[src/rtl/ccd_timing_pkg.sv]
package ccd_timing_pkg;

  typedef enum logic [3:0] {
    ST_IDLE,
    ST_X_PRE,
    ST_X_OPEN,
    ST_X_POST,
    ST_X_DROP,
    ST_P_RST,
    ST_P_CLAMP,
    ST_P_FALL,
    ST_P_SAMPLE,
    ST_P_GAP
  } line_state_e;

  localparam int SEG_RST    = 0;
  localparam int SEG_CLAMP  = 1;
  localparam int SEG_SAMPLE = 2;
  localparam int SEG_GUARD  = 3;
  localparam int SEG_XFER   = 4;
  localparam int NUM_SEG    = 5;

  typedef struct packed {
    logic tg;
    logic phi1;
    logic phi2;
    logic fdrst;
    logic clamp;
    logic sample;
  } clk_levels_t;

endpackage

[src/rtl/ccd_seg_len.sv]
module ccd_seg_len #(
  parameter int LEN_W = 8,
  parameter int NSEG  = 5
) (
  input  logic [NSEG-1:0][LEN_W-1:0] raw_i,
  output logic [NSEG-1:0][LEN_W-1:0] eff_o
);
  localparam logic [LEN_W-1:0] ONE = {{(LEN_W-1){1'b0}}, 1'b1};

  for (genvar g = 0; g < NSEG; g++) begin : g_clip
    assign eff_o[g] = (raw_i[g] == '0) ? ONE : raw_i[g];
  end
endmodule

[src/rtl/ccd_seg_timer.sv]
module ccd_seg_timer #(
  parameter int LEN_W = 8
) (
  input  logic             clk,
  input  logic             rst,
  input  logic             restart_i,
  input  logic [LEN_W-1:0] len_i,
  output logic             done_o
);
  logic [LEN_W-1:0] cnt_q;

  always_ff @(posedge clk) begin
    if (rst || restart_i) cnt_q <= '0;
    else                  cnt_q <= cnt_q + LEN_W'(1);
  end

  assign done_o = (cnt_q == len_i - LEN_W'(1));

  assert_seg_in_range_R9: assert property (@(posedge clk) disable iff (rst)
    (len_i != '0) |-> (cnt_q < len_i));
endmodule

[src/rtl/ccd_pair_counter.sv]
module ccd_pair_counter #(
  parameter int PAIRS = 2500,
  parameter int IDX_W = 12
) (
  input  logic             clk,
  input  logic             rst,
  input  logic             clear_i,
  input  logic             step_i,
  output logic [IDX_W-1:0] idx_o,
  output logic             last_o
);
  localparam logic [IDX_W-1:0] LAST = IDX_W'(PAIRS - 1);

  always_ff @(posedge clk) begin
    if (rst || clear_i) idx_o <= '0;
    else if (step_i)    idx_o <= idx_o + IDX_W'(1);
  end

  assign last_o = (idx_o == LAST);

  assert_index_bound_R6: assert property (@(posedge clk) disable iff (rst)
    idx_o <= LAST);
endmodule

[src/rtl/ccd_clock_decode.sv]
module ccd_clock_decode
  import ccd_timing_pkg::*;
(
  input  line_state_e state_i,
  output clk_levels_t lv_o
);
  always_comb begin
    lv_o = '0;
    unique case (state_i)
      ST_X_OPEN:   begin lv_o.tg = 1'b1; lv_o.phi1 = 1'b1; end
      ST_X_POST:   lv_o.phi1 = 1'b1;
      ST_P_RST:    begin lv_o.phi2 = 1'b1; lv_o.fdrst = 1'b1; end
      ST_P_CLAMP:  begin lv_o.phi2 = 1'b1; lv_o.clamp = 1'b1; end
      ST_P_SAMPLE: begin lv_o.phi1 = 1'b1; lv_o.sample = 1'b1; end
      default:     lv_o = '0;
    endcase
  end
endmodule

[src/rtl/ccd_line_timer.sv]
module ccd_line_timer
  import ccd_timing_pkg::*;
#(
  parameter int NUM_PIXELS   = 5000,
  parameter int NUM_CHANNELS = 2,
  parameter int LEN_W        = 8,
  localparam int PAIRS       = NUM_PIXELS / NUM_CHANNELS,
  localparam int IDX_W       = (PAIRS > 1) ? $clog2(PAIRS) : 1
) (
  input  logic             clk,
  input  logic             rst,
  input  logic             line_start_i,
  input  logic [LEN_W-1:0] cfg_reset_len_i,
  input  logic [LEN_W-1:0] cfg_clamp_len_i,
  input  logic [LEN_W-1:0] cfg_sample_len_i,
  input  logic [LEN_W-1:0] cfg_guard_len_i,
  input  logic [LEN_W-1:0] cfg_xfer_len_i,
  output logic             tg_o,
  output logic             phi1_o,
  output logic             phi2_o,
  output logic             fdrst_o,
  output logic             clamp_o,
  output logic             sample_o,
  output logic             pix_valid_o,
  output logic [IDX_W-1:0] pix_index_o,
  output logic             line_done_o,
  output logic             overrun_o
);

  line_state_e state_q, state_n;
  logic [NUM_SEG-1:0][LEN_W-1:0] raw_len, eff_len;
  logic [LEN_W-1:0] cur_len;
  logic             seg_done, seg_restart;
  logic [IDX_W-1:0] pair_idx;
  logic             pair_last, pair_clear, pair_step;
  clk_levels_t      lv_n, lv_q;

  assign raw_len[SEG_RST]    = cfg_reset_len_i;
  assign raw_len[SEG_CLAMP]  = cfg_clamp_len_i;
  assign raw_len[SEG_SAMPLE] = cfg_sample_len_i;
  assign raw_len[SEG_GUARD]  = cfg_guard_len_i;
  assign raw_len[SEG_XFER]   = cfg_xfer_len_i;

  ccd_seg_len #(.LEN_W(LEN_W), .NSEG(NUM_SEG)) u_len (
    .raw_i (raw_len),
    .eff_o (eff_len)
  );

  always_comb begin
    unique case (state_q)
      ST_X_OPEN:   cur_len = eff_len[SEG_XFER];
      ST_P_RST:    cur_len = eff_len[SEG_RST];
      ST_P_CLAMP:  cur_len = eff_len[SEG_CLAMP];
      ST_P_SAMPLE: cur_len = eff_len[SEG_SAMPLE];
      ST_IDLE:     cur_len = {{(LEN_W-1){1'b0}}, 1'b1};
      default:     cur_len = eff_len[SEG_GUARD];
    endcase
  end

  assign seg_restart = (state_q == ST_IDLE) || seg_done;

  ccd_seg_timer #(.LEN_W(LEN_W)) u_seg (
    .clk       (clk),
    .rst       (rst),
    .restart_i (seg_restart),
    .len_i     (cur_len),
    .done_o    (seg_done)
  );

  assign pair_clear = (state_q == ST_X_DROP);
  assign pair_step  = (state_q == ST_P_GAP) && seg_done && !pair_last;

  ccd_pair_counter #(.PAIRS(PAIRS), .IDX_W(IDX_W)) u_pair (
    .clk     (clk),
    .rst     (rst),
    .clear_i (pair_clear),
    .step_i  (pair_step),
    .idx_o   (pair_idx),
    .last_o  (pair_last)
  );

  always_comb begin
    state_n = state_q;
    unique case (state_q)
      ST_IDLE:     if (line_start_i) state_n = ST_X_PRE;
      ST_X_PRE:    if (seg_done) state_n = ST_X_OPEN;
      ST_X_OPEN:   if (seg_done) state_n = ST_X_POST;
      ST_X_POST:   if (seg_done) state_n = ST_X_DROP;
      ST_X_DROP:   if (seg_done) state_n = ST_P_RST;
      ST_P_RST:    if (seg_done) state_n = ST_P_CLAMP;
      ST_P_CLAMP:  if (seg_done) state_n = ST_P_FALL;
      ST_P_FALL:   if (seg_done) state_n = ST_P_SAMPLE;
      ST_P_SAMPLE: if (seg_done) state_n = ST_P_GAP;
      ST_P_GAP:    if (seg_done) state_n = pair_last ? ST_IDLE : ST_P_RST;
      default:     state_n = ST_IDLE;
    endcase
  end

  ccd_clock_decode u_dec (
    .state_i (state_n),
    .lv_o    (lv_n)
  );

  always_ff @(posedge clk) begin
    if (rst) begin
      state_q     <= ST_IDLE;
      lv_q        <= '0;
      pix_valid_o <= 1'b0;
      pix_index_o <= '0;
      line_done_o <= 1'b0;
      overrun_o   <= 1'b0;
    end else begin
      state_q     <= state_n;
      lv_q        <= lv_n;
      pix_valid_o <= (state_q == ST_P_SAMPLE) && seg_done;
      if ((state_q == ST_P_SAMPLE) && seg_done) pix_index_o <= pair_idx;
      line_done_o <= (state_q == ST_P_GAP) && seg_done && pair_last;
      if (line_start_i && (state_q != ST_IDLE)) overrun_o <= 1'b1;
    end
  end

  assign tg_o     = lv_q.tg;
  assign phi1_o   = lv_q.phi1;
  assign phi2_o   = lv_q.phi2;
  assign fdrst_o  = lv_q.fdrst;
  assign clamp_o  = lv_q.clamp;
  assign sample_o = lv_q.sample;

  assert_phase_excl_R3: assert property (@(posedge clk) disable iff (rst)
    !(phi1_o && phi2_o));
  assert_phi1_guard_R3: assert property (@(posedge clk) disable iff (rst)
    $rose(phi1_o) |-> !$past(phi2_o));
  assert_phi2_guard_R3: assert property (@(posedge clk) disable iff (rst)
    $rose(phi2_o) |-> !$past(phi1_o));
  assert_tg_with_phi1_R2: assert property (@(posedge clk) disable iff (rst)
    tg_o |-> (phi1_o && !phi2_o));
  assert_tg_close_hold_R2: assert property (@(posedge clk) disable iff (rst)
    $fell(tg_o) |-> phi1_o);
  assert_cds_onehot_R4: assert property (@(posedge clk) disable iff (rst)
    $onehot0({fdrst_o, clamp_o, sample_o}));
  assert_clamp_after_reset_R4: assert property (@(posedge clk) disable iff (rst)
    $rose(clamp_o) |-> $past(fdrst_o));
  assert_valid_after_sample_R6: assert property (@(posedge clk) disable iff (rst)
    pix_valid_o |-> ($past(sample_o) && !sample_o));
  assert_done_pulse_R7: assert property (@(posedge clk) disable iff (rst)
    line_done_o |=> !line_done_o);
  assert_done_idle_R7: assert property (@(posedge clk) disable iff (rst)
    line_done_o |-> !(tg_o || phi1_o || phi2_o));
  assert_overrun_sticky_R8: assert property (@(posedge clk) disable iff (rst)
    overrun_o |=> overrun_o);

endmodule

[config.mk]
export PLATFORM = sky130hd
export DESIGN_NAME = ccd_line_timer
export DESIGN_NICKNAME = d
export VERILOG_FILES = /design/src/rtl/ccd_timing_pkg.sv /design/src/rtl/ccd_seg_len.sv /design/src/rtl/ccd_seg_timer.sv /design/src/rtl/ccd_pair_counter.sv /design/src/rtl/ccd_clock_decode.sv /design/src/rtl/ccd_line_timer.sv
export SDC_FILE = /design/constraint.sdc
export NUM_CORES = 1
export LEC_CHECK = 0
export BUFFER_PORTS_ARGS = -buffer_cell sky130_fd_sc_hd__buf_2
export CAP_MARGIN = 20
export CORE_ASPECT_RATIO = 0.5
export CORE_UTILIZATION = 50
export DETAILED_ROUTE_END_ITERATION = 10
export MAX_ROUTING_LAYER = met4
export PLACE_DENSITY = 0.75
export SLEW_MARGIN = 10
export SYNTH_ARGS = -nofsm -noshare
export SYNTH_HDL_FRONTEND = slang
export SYNTH_HIERARCHICAL = 1
export SYNTH_SLANG_ARGS = --single-unit
[constraint.sdc]
create_clock -name clk -period 10.8 [get_ports clk]
set_input_delay 2.16 -clock clk [delete_from_list [all_inputs] [get_ports clk]]
set_output_delay 2.16 -clock clk [all_outputs]
set_load 0.02 [all_outputs]
==> results of run 1 <==
## where the power goes
| group | internal, W | total (W) | leakage (nW) | switching [W] |
|---|---|---|---|---|
| sequential | 0.000179 | 0.000210 | 0.363 | 0.0000310 |
| combinational | 0.000169 | 0.000383 | 0.800 | 0.000214 |
| clock | 0.0000868 | 0.000151 | 0.0704 | 0.0000638 |
| total | 0.000434 | 0.000743 | 1.23 | 0.000309 |
## worst max-delay path, cell delays in order
cell and delay [ns]:
buf_2 0.11, nor4_2 0.27, a21o_1 0.14, nor2b_1 0.12, a211oi_1 0.07, o32a_1 0.39
a21oi_1 0.42, inv_1 0.10, ha_1 0.27, xnor2_1 0.18, nor2_1 0.06, o31a_1 0.29
nor4_2 0.26, buf_4 0.27, nand3_1 0.14, nor2_1 0.43, nand3_1 0.33, or4_1 0.55
a21oi_1 0.15
## how the worst min path moves through the flow
stage	depth (start not counted)	slack, ns	from	endpoint
final	2	0.45	pix_index_o[10]$_SDFFE_PP0P_	pix_index_o[10]$_SDFFE_PP0P_
after floorplan	1	0.44	u_seg/cnt_q[0]$_SDFF_PP0_	u_seg/cnt_q[0]$_SDFF_PP0_
after global routing	2	0.46	pix_index_o[4]$_SDFFE_PP0P_	pix_index_o[4]$_SDFFE_PP0P_
after detailed placement	2	0.45	pix_index_o[10]$_SDFFE_PP0P_	pix_index_o[10]$_SDFFE_PP0P_
after global placement	2	0.44	pix_index_o[7]$_SDFFE_PP0P_	pix_index_o[7]$_SDFFE_PP0P_
after CTS	2	0.46	pix_index_o[10]$_SDFFE_PP0P_	pix_index_o[10]$_SDFFE_PP0P_
## area by class of cell
| cell class | instances | area share, % |
|---|---|---|
| multi-input cells | 248 | 53.17 |
| flip-flops and latches | 45 | 28.21 |
| repair buffers | 64 | 10.11 |
| clock buffers | 5 | 3.918 |
| well taps | 70 | 2.743 |
| inverters | 9 | 1.058 |
| clock inverters | 3 | 0.7837 |
## cells in the final DEF (no fill, tap or decap), drive strengths merged, types with 3 or more instances in the layout
cell	instances
o31ai	5
a22oi	7
inv	10
nor3	11
nand2b	6
nand3b	3
nand4	5
nand2	20
mux2i	9
nor2b	11
mux2	6
o22ai	7
xnor2	13
xor2	9
or4	7
dfxtp	45
ha	4
nand3	25
a21oi	25
clkbuf	5
nor3b	4
buf	64
nor2	28
nor4	8
a21o	5
o21ai	5
## per-layer routing
layer  up-vias  routed length, µm
met2        69               2671
met4         0                 47
met1      1170               2987
met3         8                357
li1       1263                  -
met5         -                  0
## through the flow
stage	worst slack, ns	hold slack [ns]	utilization [%]	area, µm²	instances
2_1_floorplan	4.779	0.4364	-	2840	355
3_3_place_gp	4.292	0.4443	58.57	3034	436
3_5_place_dp	4.134	0.4463	58.57	3034	436
4_1_cts	4.387	0.4561	61.47	3184	444
5_1_grt	3.974	0.4639	61.64	3193	444
6_report	4.324	0.4522	61.64	3193	444
## logic make-up after synthesis
kind of cell	after synthesis
compound gates	63
fa+ha+maj	4
mux	15
simple gates	144
buf+inv	62
flops	45
xor+xnor	22
## sequential cells by signal (all words and copies together), names as in the netlist, 4 cells and up
name          flops
pix_index_o      12
state_q           4
u_pair/idx_o     12
u_seg/cnt_q       8
==> reports/results.txt, run 1 <==
FILL cells: 455
Asr flop ratio synth: 0%
Initial antenna violation count: 0
Final Max Slew Viols: 0
Status: completed
GR peak layer: met2
Sequential fraction of the synthesis area: 31.72%
Worst-Margin Slew: 0.8194 ns
Die Height: 55.30 µm
Commonest cells post-synth: 45 x dfxtp_1, 44 x clkbuf_1, 28 x nor2_1, 25 x nand3_1, 24 x a21oi_1
Die width: 108.6 µm
Global routing usage on met2: 34.00%
Vias in the first global route: 2,312
Compound-Gate Fraction of Synth Area: 14.01%
Htree depth: 2
Initial DRC count: 125
# hold bufs at CTS: 0
Top FF cell, synth: dfxtp_1
WS Path Type: primary input to flop
Wire per inst: 13.66 µm
Crit end category: flop
Post-synthesis average cell area: 8.001 µm²
Unrepaired setup endpoints after global routing: false
Grt total ovfl: 0
Area of the mapped netlist: 2840 µm²
Reg-to-reg critical path endpoint: u_pair/idx_o[9]$_SDFFE_PP0P_
Final hold vios: 0
Vias per inst: 5.653
Core area: 5180 µm²
Ant diodes: 0
Crit path to: u_pair/idx_o[9]$_SDFFE_PP0P_
FP Rows: 18
Distinct cells, synth: 53
Largest net degree at the start of global routing: 30
Leak Pwr: 1.233 nW
Top cells by area, synth: dfxtp_1 32%, clkbuf_1 5.8%, nand3_1 4.4%
Die area: 6004 µm²
Tcrit/Tclk final: 59.96%
# nets final: 420
Fmax: 0.1544 GHz
GRT Util Overall: 21.11%
Mux cell area share after synthesis: 6.344%
Storage cell area: 900.9 µm²
Xor-xnor portion of the synthesized cell area: 6.784%
Worst Setup SP: cfg_xfer_len_i[7]
CTS tree: built
Peak supply drop: 0.0001217 V
RePlAce Congestion: 0.8788
Top-count cell post-synth: dfxtp_1
Met3 Resource Use GR: 4.132%
Post-synth EDFFs: 0
Setup TNS: 0 ns
Leading area contributor after synthesis: dfxtp_1
Mapped Cells: 355
Pre-antenna DRT Iters: 4
Initial Util: 54.83%
Clock skew: 0.009262 ns
Post-route minimum period: 6.476 ns
Area Overhead vs Synth: 12.42%
R2R cell count: 16
Via Count: 2,510
Worst skew pair latency: 0.29 ns
IO buf count: 63
Layout cells sized above 1: 25.67%
Max_cap viols: 0
Syn nets: 402
Clock root buffer: clkbuf_16
Slew headroom: 45.30%
DRT antenna net count: 0
Clk sinks: 45
Routed wire length: 6064 µm
Setup crit start kind: primary input
DP Wirelength: 4569 µm
Final setup viols: 0
IO Pins: 64
Postcts setup bufs: 0
Met1 Track Usage GR: 27.08%
Origin of the critical flop-to-flop path: state_q[2]$_SDFF_PP0_
Worst Path Arrival: 6.69 ns
Worst path required time: 11.02 ns
Cell Pwr Density: 232.8 nW/µm²
Multi-input logic area: 1698 µm²
Synth Area in Simple Gates: 30.57%
HP Class: flop to flop
Number of remaining DRC errors: 0
Largest family of logic cells by synthesized area: simple AND/OR/NAND/NOR gates
Adder-Cell Fraction of Synth Area: 1.762%
Post-cts gate resize count: 0
Synth Register Bits: 45
R2r setup slk: 5.50 ns
Share of the synthesized area in the top cell type: 31.72%
Power Total: 0.0007435 W
Clock-pin slew on the worst setup and hold paths: 0.07 ns
Max FO, Critical Path: 21
First-pass GRT wire length: 9998 µm
Ys Warns: 6
Clock Path Buffers: 2
TritonCTS buffer count: 5
Power figures use the tool's default switching activity.
==> run 2, diff against run 1 <==
- clock period: 10.8 -> 6.5 ns (I/O delays scaled with it)
==> reports/results.txt, run 2 (synthesis results as in run 1) <==
Status: completed
Post-route minimum period: 5.466 ns
Max FO, Critical Path: 20 (-4.8%)
First-pass GRT wire length: 10,050 µm (+0.48%)
Setup TNS: 0 ns (unchanged)
FILL cells: 463 (+1.8%)
# nets final: 421 (+0.24%)
Final setup viols: 0 (unchanged)
Worst path required time: 6.72 ns (-4.30 ns)
Clock skew: 0.009513 ns (+0.0002512 ns)
TritonCTS buffer count: 5 (unchanged)
Cell Pwr Density: 396.3 nW/µm² (+70%)
Most frequent cells in the layout: 63 x buf_2, 45 x dfxtp_1, 28 x nor2_1
FP Rows: 18 (unchanged)
Number of remaining DRC errors: 0 (unchanged)
Pre-antenna DRT Iters: 4 (unchanged)
IO Pins: 64 (unchanged)
CTS tree: built
Layout cells sized above 1: 25.87% (+0.20 points)
Worst Path Arrival: 5.68 ns (-1.01 ns)
Worst-Margin Slew: 0.8157 ns (-0.003741 ns)
Slew headroom: 45.55% (+0.25 points)
Grt total ovfl: 0 (unchanged)
Fmax: 0.1830 GHz
Reg-to-reg critical path endpoint: phi2_o$_SDFF_PP0_
Postcts setup bufs: 0 (unchanged)
Die width: 108.6 µm (unchanged)
WS Path Type: primary input to flop
Via Count: 2,514 (+0.16%)
Hold path endpoint: pix_index_o[0]$_SDFFE_PP0P_
DP Wirelength: 4734 µm (+3.6%)
R2r setup slk: 1.30 ns (-4.20 ns)
Die area: 6004 µm² (unchanged)
Setup crit start kind: primary input
Max_cap viols: 0 (unchanged)
Commonest non-fill, non-tap cell in the layout: buf_2
Vias in the first global route: 2,308 (-0.17%)
Hold Crit Depth: 2 (unchanged)
Final Max Slew Viols: 0 (unchanged)
Leak Pwr: 1.253 nW (+1.6%)
Peak supply drop: 0.0002042 V (+68%)
Tcrit/Tclk final: 84.09%
Post-cts gate resize count: 0 (unchanged)
Initial antenna violation count: 0 (unchanged)
IO buf count: 63 (unchanged)
Vias per inst: 5.649 (about the same)
Wire per inst: 14.09 µm (+3.1%)
DRT antenna net count: 0 (unchanged)
Top Registers: pix_index_o (12), u_pair/idx_o (12), u_seg/cnt_q (8)
Hold_sp: pix_index_o[0]$_SDFFE_PP0P_
# hold bufs at CTS: 0 (unchanged)
Power Total: 0.001274 W (+71%)
Htree depth: 2 (unchanged)
Largest net degree at the start of global routing: 30 (unchanged)
Final hold vios: 0 (unchanged)
Worst skew pair latency: 0.29 ns (about the same)
Util after Layout: 62.05% (+0.41 points)
Routed wire length: 6268 µm (+3.4%)
Initial DRC count: 190 (+52%)
Unrepaired setup endpoints after global routing: false
Clk sinks: 45 (unchanged)
Clock-pin slew on the worst setup and hold paths: 0.07 ns (about the same)
HP Class: flop to flop
Core area: 5180 µm² (unchanged)
RePlAce Congestion: 0.8548 (-2.7%)
Clock Path Buffers: 2 (unchanged)
GRT Util Overall: 21.48% (+0.36 points)
Clock root buffer: clkbuf_16
Crit end category: flop
Area Overhead vs Synth: 13.17%
Origin of the critical flop-to-flop path: state_q[2]$_SDFF_PP0_
Ant diodes: 0 (unchanged)
R2R cell count: 17 (+1)
Initial Util: 54.83% (unchanged)
Die Height: 55.30 µm (unchanged)
==> run 2: report_power, final <==
part | leakage (nW) | total, W | internal, W | switching [W]
clock network | 0.0848 | 0.000292 | 0.000184 | 0.000108
logic | 0.805 | 0.000634 | 0.000279 | 0.000355
registers | 0.363 | 0.000347 | 0.000297 | 0.0000504
==> run 2: metal layers <==
| metal | vias up | GRT usage [%] | part of all wire (%) |
|---|---|---|---|
| met2 | 83 | 34.81 | 46 |
| met3 | 11 | 4.014 | 6.6 |
| met4 | 0 | 5.792 | 1.3 |
| met1 | 1156 | 27.45 | 46 |
| met5 | - | - | 0 |
| li1 | 1264 | - | - |
==> run 2: worst max-delay path, cell delays in order <==
cell and delay (ns):
buf_2 0.11, nor4_2 0.25, a21o_1 0.13, nor2b_1 0.12, a211oi_1 0.06, o32a_1 0.39, a21oi_1 0.43, inv_1 0.10
ha_1 0.27, xnor2_1 0.17, nor2_1 0.06, o31a_1 0.29, nor4_2 0.32, buf_4 0.28, o21a_1 0.16, o31ai_1 0.07
o21ai_0 0.59, or2b_1 0.32, a21oi_2 0.13, nor2b_1 0.14
==> run 2: per-stage QoR <==
stage	area (µm²)	hold slack, ns	cells	setup slack [ns]
after detailed placement	3042	0.4439	437	0.7709
final	3214	0.4512	445	1.034
after floorplan	2840	0.4364	355	1.339
after global placement	3042	0.4444	437	0.9304
after global routing	3214	0.4746	445	0.7000
after CTS	3214	0.4537	445	1.033
==> run 2: final cells by class <==
| cell class | count | area (µm²) | share of cell area [%] |
|---|---|---|---|
| Multi-Input combinational cell | 248 | 1689 | 52.55 |
| Timing Repair Buffer | 65 | 330.3 | 10.28 |
| Sequential cell | 45 | 900.9 | 28.03 |
| Clock inverter | 3 | 47.55 | 1.479 |
| Tap cell | 70 | 87.58 | 2.725 |
| Clock buffer | 5 | 125.1 | 3.893 |
| Inverter | 9 | 33.78 | 1.051 |
==> run 2: how the worst max path moves through the flow <==
stage                     slack [ns]                  to  depth (start not counted)         startpoint
after floorplan                 1.34   phi2_o$_SDFF_PP0_                         19  cfg_xfer_len_i[7]
after global placement          0.93   phi2_o$_SDFF_PP0_                         20  cfg_xfer_len_i[7]
after detailed placement        0.77   phi2_o$_SDFF_PP0_                         20  cfg_xfer_len_i[7]
after CTS                       1.03   phi2_o$_SDFF_PP0_                         20  cfg_xfer_len_i[7]
after global routing            0.70  clamp_o$_SDFF_PP0_                         20  cfg_xfer_len_i[7]
final                           1.03   phi2_o$_SDFF_PP0_                         20  cfg_xfer_len_i[7]
